$ cat config.mk
export PLATFORM = sky130hd
export DESIGN_NAME = hzd_interlock
export DESIGN_NICKNAME = d
export VERILOG_FILES = /design/src/rtl/hzd_pkg.sv /design/src/rtl/hzd_port_check.sv /design/src/rtl/hzd_loaduse.sv /design/src/rtl/hzd_fwd_pick.sv /design/src/rtl/hzd_interlock.sv
export SDC_FILE = /design/constraint.sdc
export NUM_CORES = 1
export LEC_CHECK = 0
export BUFFER_PORTS_ARGS = -buffer_cell sky130_fd_sc_hd__buf_4
export CORE_UTILIZATION = 33
export DETAILED_ROUTE_END_ITERATION = 12
export PLACE_DENSITY = 0.79
export SETUP_SLACK_MARGIN = 0.05
export SYNTH_ARGS = -nofsm -noshare
export SYNTH_HDL_FRONTEND = slang
export SYNTH_SLANG_ARGS = --single-unit
$ cat constraint.sdc
create_clock -name clk -period 1.89 [get_ports clk]
set_input_delay 0.378 -clock clk [delete_from_list [all_inputs] [get_ports clk]]
set_output_delay 0.378 -clock clk [all_outputs]
set_load 0.1 [all_outputs]
$ cat src/rtl/hzd_pkg.sv
package hzd_pkg;

    typedef enum logic [1:0] {
        CLS_ALU    = 2'b00,
        CLS_LOAD   = 2'b01,
        CLS_STORE  = 2'b10,
        CLS_BRANCH = 2'b11
    } op_class_e;

    typedef enum logic [1:0] {
        SRC_RF    = 2'b00,
        SRC_EXMEM = 2'b01,
        SRC_MEMWB = 2'b10
    } opnd_src_e;

    typedef struct packed {
        opnd_src_e sel_a;
        opnd_src_e sel_b;
    } fwd_state_t;

    // Classes that put a result into the register file in write-back
    function automatic logic cls_writes(input logic [1:0] cls);
        return (cls == CLS_ALU) || (cls == CLS_LOAD);
    endfunction

    // Only register-register operations need a second read
    function automatic logic cls_reads_b(input logic [1:0] cls);
        return cls == CLS_ALU;
    endfunction

endpackage

$ cat src/rtl/hzd_port_check.sv
module hzd_port_check
    import hzd_pkg::*;
(
    input  logic       id_valid,
    input  logic [1:0] id_cls,
    input  logic       wb_valid,
    input  logic [1:0] wb_cls,
    output logic       conflict
);
    logic needs_two_reads;
    logic write_port_busy;

    always_comb begin
        needs_two_reads = id_valid && cls_reads_b(id_cls);
        write_port_busy = wb_valid && cls_writes(wb_cls);
        conflict        = needs_two_reads && write_port_busy;
    end
endmodule

$ cat src/rtl/hzd_loaduse.sv
module hzd_loaduse
    import hzd_pkg::*;
#(
    parameter int REG_AW = 5
) (
    input  logic              id_valid,
    input  logic [1:0]        id_cls,
    input  logic [REG_AW-1:0] id_src_a,
    input  logic [REG_AW-1:0] id_src_b,
    input  logic              ex_valid,
    input  logic [1:0]        ex_cls,
    input  logic [REG_AW-1:0] ex_dst,
    output logic              hit
);
    logic load_pending;
    logic match_a;
    logic match_b;

    always_comb begin
        load_pending = ex_valid && (ex_cls == CLS_LOAD) && (ex_dst != '0);
        match_a      = (id_src_a == ex_dst);
        match_b      = cls_reads_b(id_cls) && (id_src_b == ex_dst);
        hit          = id_valid && load_pending && (match_a || match_b);
    end
endmodule

$ cat src/rtl/hzd_fwd_pick.sv
module hzd_fwd_pick
    import hzd_pkg::*;
#(
    parameter int REG_AW = 5
) (
    input  logic              use_src,
    input  logic [REG_AW-1:0] src,
    input  logic              ex_valid,
    input  logic [1:0]        ex_cls,
    input  logic [REG_AW-1:0] ex_dst,
    input  logic              mem_valid,
    input  logic [1:0]        mem_cls,
    input  logic [REG_AW-1:0] mem_dst,
    output logic [1:0]        sel
);
    logic live;
    logic near_hit;
    logic far_hit;

    always_comb begin
        live     = use_src && (src != '0);
        // The execute entry moves into the execute/memory register next
        // cycle; only an arithmetic result already exists there.
        near_hit = live && ex_valid && (ex_cls == CLS_ALU) && (ex_dst == src);
        far_hit  = live && mem_valid && cls_writes(mem_cls) && (mem_dst == src);
        if (near_hit)     sel = SRC_EXMEM;
        else if (far_hit) sel = SRC_MEMWB;
        else              sel = SRC_RF;
    end
endmodule

$ cat src/rtl/hzd_interlock.sv
module hzd_interlock
    import hzd_pkg::*;
#(
    parameter int REG_AW = 5
) (
    input  logic              clk,
    input  logic              rst_n,
    input  logic              id_valid,
    input  logic [1:0]        id_cls,
    input  logic [REG_AW-1:0] id_src_a,
    input  logic [REG_AW-1:0] id_src_b,
    input  logic              ex_valid,
    input  logic [1:0]        ex_cls,
    input  logic [REG_AW-1:0] ex_dst,
    input  logic              mem_valid,
    input  logic [1:0]        mem_cls,
    input  logic [REG_AW-1:0] mem_dst,
    input  logic              wb_valid,
    input  logic [1:0]        wb_cls,
    output logic              front_stall,
    output logic              ex_bubble,
    output logic [1:0]        fwd_sel_a,
    output logic [1:0]        fwd_sel_b
);
    localparam int NSRC = 2;

    logic                          port_hit;
    logic                          lu_hit;
    logic                          stall;
    logic [NSRC-1:0]               src_used;
    logic [NSRC-1:0][REG_AW-1:0]   src_num;
    logic [NSRC-1:0][1:0]          pick;
    fwd_state_t                    st_d;
    fwd_state_t                    st_q;

    hzd_port_check u_port (
        .id_valid (id_valid),
        .id_cls   (id_cls),
        .wb_valid (wb_valid),
        .wb_cls   (wb_cls),
        .conflict (port_hit)
    );

    hzd_loaduse #(.REG_AW(REG_AW)) u_lu (
        .id_valid (id_valid),
        .id_cls   (id_cls),
        .id_src_a (id_src_a),
        .id_src_b (id_src_b),
        .ex_valid (ex_valid),
        .ex_cls   (ex_cls),
        .ex_dst   (ex_dst),
        .hit      (lu_hit)
    );

    always_comb begin
        src_num[0]  = id_src_a;
        src_num[1]  = id_src_b;
        src_used[0] = id_valid;
        src_used[1] = id_valid && cls_reads_b(id_cls);
    end

    for (genvar g = 0; g < NSRC; g++) begin : g_pick
        hzd_fwd_pick #(.REG_AW(REG_AW)) u_pick (
            .use_src   (src_used[g]),
            .src       (src_num[g]),
            .ex_valid  (ex_valid),
            .ex_cls    (ex_cls),
            .ex_dst    (ex_dst),
            .mem_valid (mem_valid),
            .mem_cls   (mem_cls),
            .mem_dst   (mem_dst),
            .sel       (pick[g])
        );
    end

    // Both hazards collapse into one hold; re-evaluated each cycle
    assign stall = port_hit || lu_hit;

    always_comb begin
        st_d = st_q;
        if (stall) begin
            st_d.sel_a = SRC_RF;
            st_d.sel_b = SRC_RF;
        end else begin
            st_d.sel_a = opnd_src_e'(pick[0]);
            st_d.sel_b = opnd_src_e'(pick[1]);
        end
    end

    always_ff @(posedge clk) begin
        if (!rst_n) begin
            st_q.sel_a <= SRC_RF;
            st_q.sel_b <= SRC_RF;
        end else begin
            st_q <= st_d;
        end
    end

    assign front_stall = stall;
    assign ex_bubble   = stall;
    assign fwd_sel_a   = st_q.sel_a;
    assign fwd_sel_b   = st_q.sel_b;

endmodule

==> summary.txt <==
CTS max path bufs -> 2
Setup violators final -> 2
Total track usage -> 22.7%
Initial core utilization -> 35.9%
Pwr Density -> 359 nW/um^2
Vias in the first global route -> 623
CP startpoint kind -> primary input
Worst path max stage delay -> 300 ps
Crit path max-delay cell type -> a221oi_4
Dominant synthesized flop cell -> dfxtp_1
Synth Cell Area -> 479 sq um
Number of CTS-inserted buffers -> 3
Failing checks -> negative setup slack
Vias per cell -> 5.06
Area Overhead vs Synth -> 116%
GPL Wtd Cong -> 0.827
Crit-path cells -> buf_4 -> xnor2_2 -> nand2_1 -> or2_4 -> a221oi_4 -> or2_4 -> buf_12
Top-area cell type share of the netlist area -> 20.1%
Status -> complete, but fails checks
Yosys top cell by area -> xnor2_1
First DRT Iteration DRCs -> 9
Post-DP HPWL -> 1330 microns
Sink Count -> 4
Synth area leaders -> xnor2_1 20%, dfxtp_1 17%, xor2_1 16%
Final Total Pwr -> 0.372 mW
Critical Path AT -> 1700 ps
Cell family with most CP delay -> simple AND/OR/NAND/NOR gates
Async SR Flop Fraction -> 0%
Share of layout cells above drive strength 1 -> 60.7%
Grt ovf -> 0
Die span in x -> 40.1 microns
Static Leak -> 0.462 nW
Final setup margin -> -190 ps
Flops & latches, synth -> 4
# rows -> 13
First-pass GRT wire length -> 2410 microns
Final Hold Violating Endpoints -> 0
Levels on crit path -> 7
Final #Nets -> 148
Wirelength, routed -> 1680 microns
ANT nets after route -> 0
Post-layout util -> 77.7%
Crit-path most repeated cell -> or2_4
Max Slew Vio Count -> 0
Via count -> 642
Highest Clock Rate -> 481 MHz
# IOs -> 40
RSZ-0062 raised after global routing -> yes
Register Area -> 80.1 sq um
N_diodes -> 0
Post-Layout Inst Area -> 1040 sq um
CTS Root Cell -> clkbuf_4
Largest net degree at the start of global routing -> 5
Clock transition at path regs -> 40 ps
Fill cells -> 95
H-tree depth -> 1
Fin Hold WS -> 399 ps
Crit path max fanout -> 3
Syn Area/Cell -> 7.99 sq um
Die height -> 40.1 microns
Total Negative Setup Slacks -> -380 ps
Critical path endpoint category -> primary output
Worst slew pin tran -> 423 ps
CTS tree -> yes
Synth unique cells -> 23
Footprint of the multi-input gates -> 473 sq um
Die area -> 1610 sq um
Max-Cap Viols -> 0
Post-CTS Hold Buffers -> 0
Drt first pass iters -> 4
Hold path depth -> 3
Initial antenna violation count -> 0
Hold WC Path Type -> primary input to register
Core area -> 1330 sq um
Port buffer count -> 37
Post-synthesis sequential area ratio -> 16.7%
WP data required -> 1510 ps
Post-synth EDFFs -> 0
Wirelength per Cell -> 13.3 microns
Critical Setup Path Class -> primary input to primary output
Synth Instances -> 60
Tmin final -> 2080 ps
Placed cell area -> 871 sq um
Residual DRC -> 0
Tcrit/Tclk final -> 110%
Buffer and inverter count on the worst path -> 2
Post-Syn Nets -> 94
Slew Limit Headroom -> 71.5%
Max rail drop VDD -> 0.188 mV
Synth warn -> 0
==> worst paths after layout <==
kind | from | endpoint | slack, ps
max | ex_dst[1] | front_stall | -190
min | rst_n | fwd_sel_a[0] | 400
==> layer usage <==
metal,wire [microns],vias up,GRT usage (%)
met2,1030,26,45.6
met4,27,0,16.4
met5,0,-,0
met3,81,2,1.67
met1,549,292,20.7
li1,-,322,-
==> cell families after synthesis <==
| group | count (synthesis) | share of synthesized area (%) |
|---|---|---|
| flip-flops | 4 | 16.7 |
| AND/OR/NAND/NOR | 30 | 37.3 |
| AO/OA/AOI/OAI | 4 | 7.05 |
| buffers and inverters | 2 | 2.35 |
| XOR/XNOR | 20 | 36.6 |
==> worst min-delay path, cell delays in order <==
cell,delay [ps]
buf_4,120
nand2_1,50
nor3_1,30
==> power by group <==
part / internal (mW) / switching, mW / total [mW]
clock network: 0.0707 / 0.0308 / 0.102
registers: 0.0851 / 0.0000244 / 0.0851
logic: 0.108 / 0.0780 / 0.186
==> synth_stat cells, types with 2 or more instances <==
cell type	count
dfxtp_1	4
xor2_1	9
nand2_1	4
or4_1	2
nor3_1	7
nand4_1	2
nand3_1	2
nor4_1	2
or2_1	2
xnor2_1	11
nor2_1	3
==> layout make-up <==
cell class / instances / area share (%)
clock buffers: 3 / 2.17
flip-flops and latches: 4 / 7.73
well taps: 15 / 1.81
multi-input cells: 54 / 45.7
inverters: 1 / 0.362
repair buffers: 50 / 42.3
==> per-stage QoR <==
stage                     worst slack, ps  instances
after detailed placement             -292        122
after CTS                            -166        126
final                                -190        127
after global placement               -285        122
after global routing                 -241        127
after floorplan                      -328         60
==> flip-flops by register name, summed over array words and instances, names as in the netlist <==
name	count
fwd_sel_b	2
fwd_sel_a	2
==> placed cells by master, fill, tap and decap left out <==
| cell | n |
|---|---|
| a221oi_4 | 1 |
| buf_12 | 2 |
| buf_4 | 40 |
| buf_6 | 6 |
| buf_8 | 2 |
| clkbuf_4 | 3 |
| dfxtp_1 | 4 |
| inv_1 | 1 |
| nand2_1 | 4 |
| nand3_1 | 1 |
| nand3_2 | 2 |
| nand4_1 | 2 |
| nand4b_1 | 1 |
| nor2_1 | 3 |
| nor2b_1 | 1 |
| nor3_1 | 6 |
| nor3_2 | 2 |
| nor4_1 | 2 |
| o2111a_1 | 1 |
| o21ai_0 | 1 |
| o21ai_4 | 1 |
| or2_4 | 2 |
| or3b_1 | 1 |
| or4_1 | 2 |
| or4_4 | 1 |
| xnor2_1 | 6 |
| xnor2_2 | 5 |
| xor2_1 | 8 |
| xor2_2 | 1 |
==> timing repair <==
action / CTS / global route
gates resized for setup: 20 / 6
pin swaps: 11 / 7
setup endpoints to repair: 2 / 3
setup buffers: 1 / 1
(Power assumes the default switching activity.)
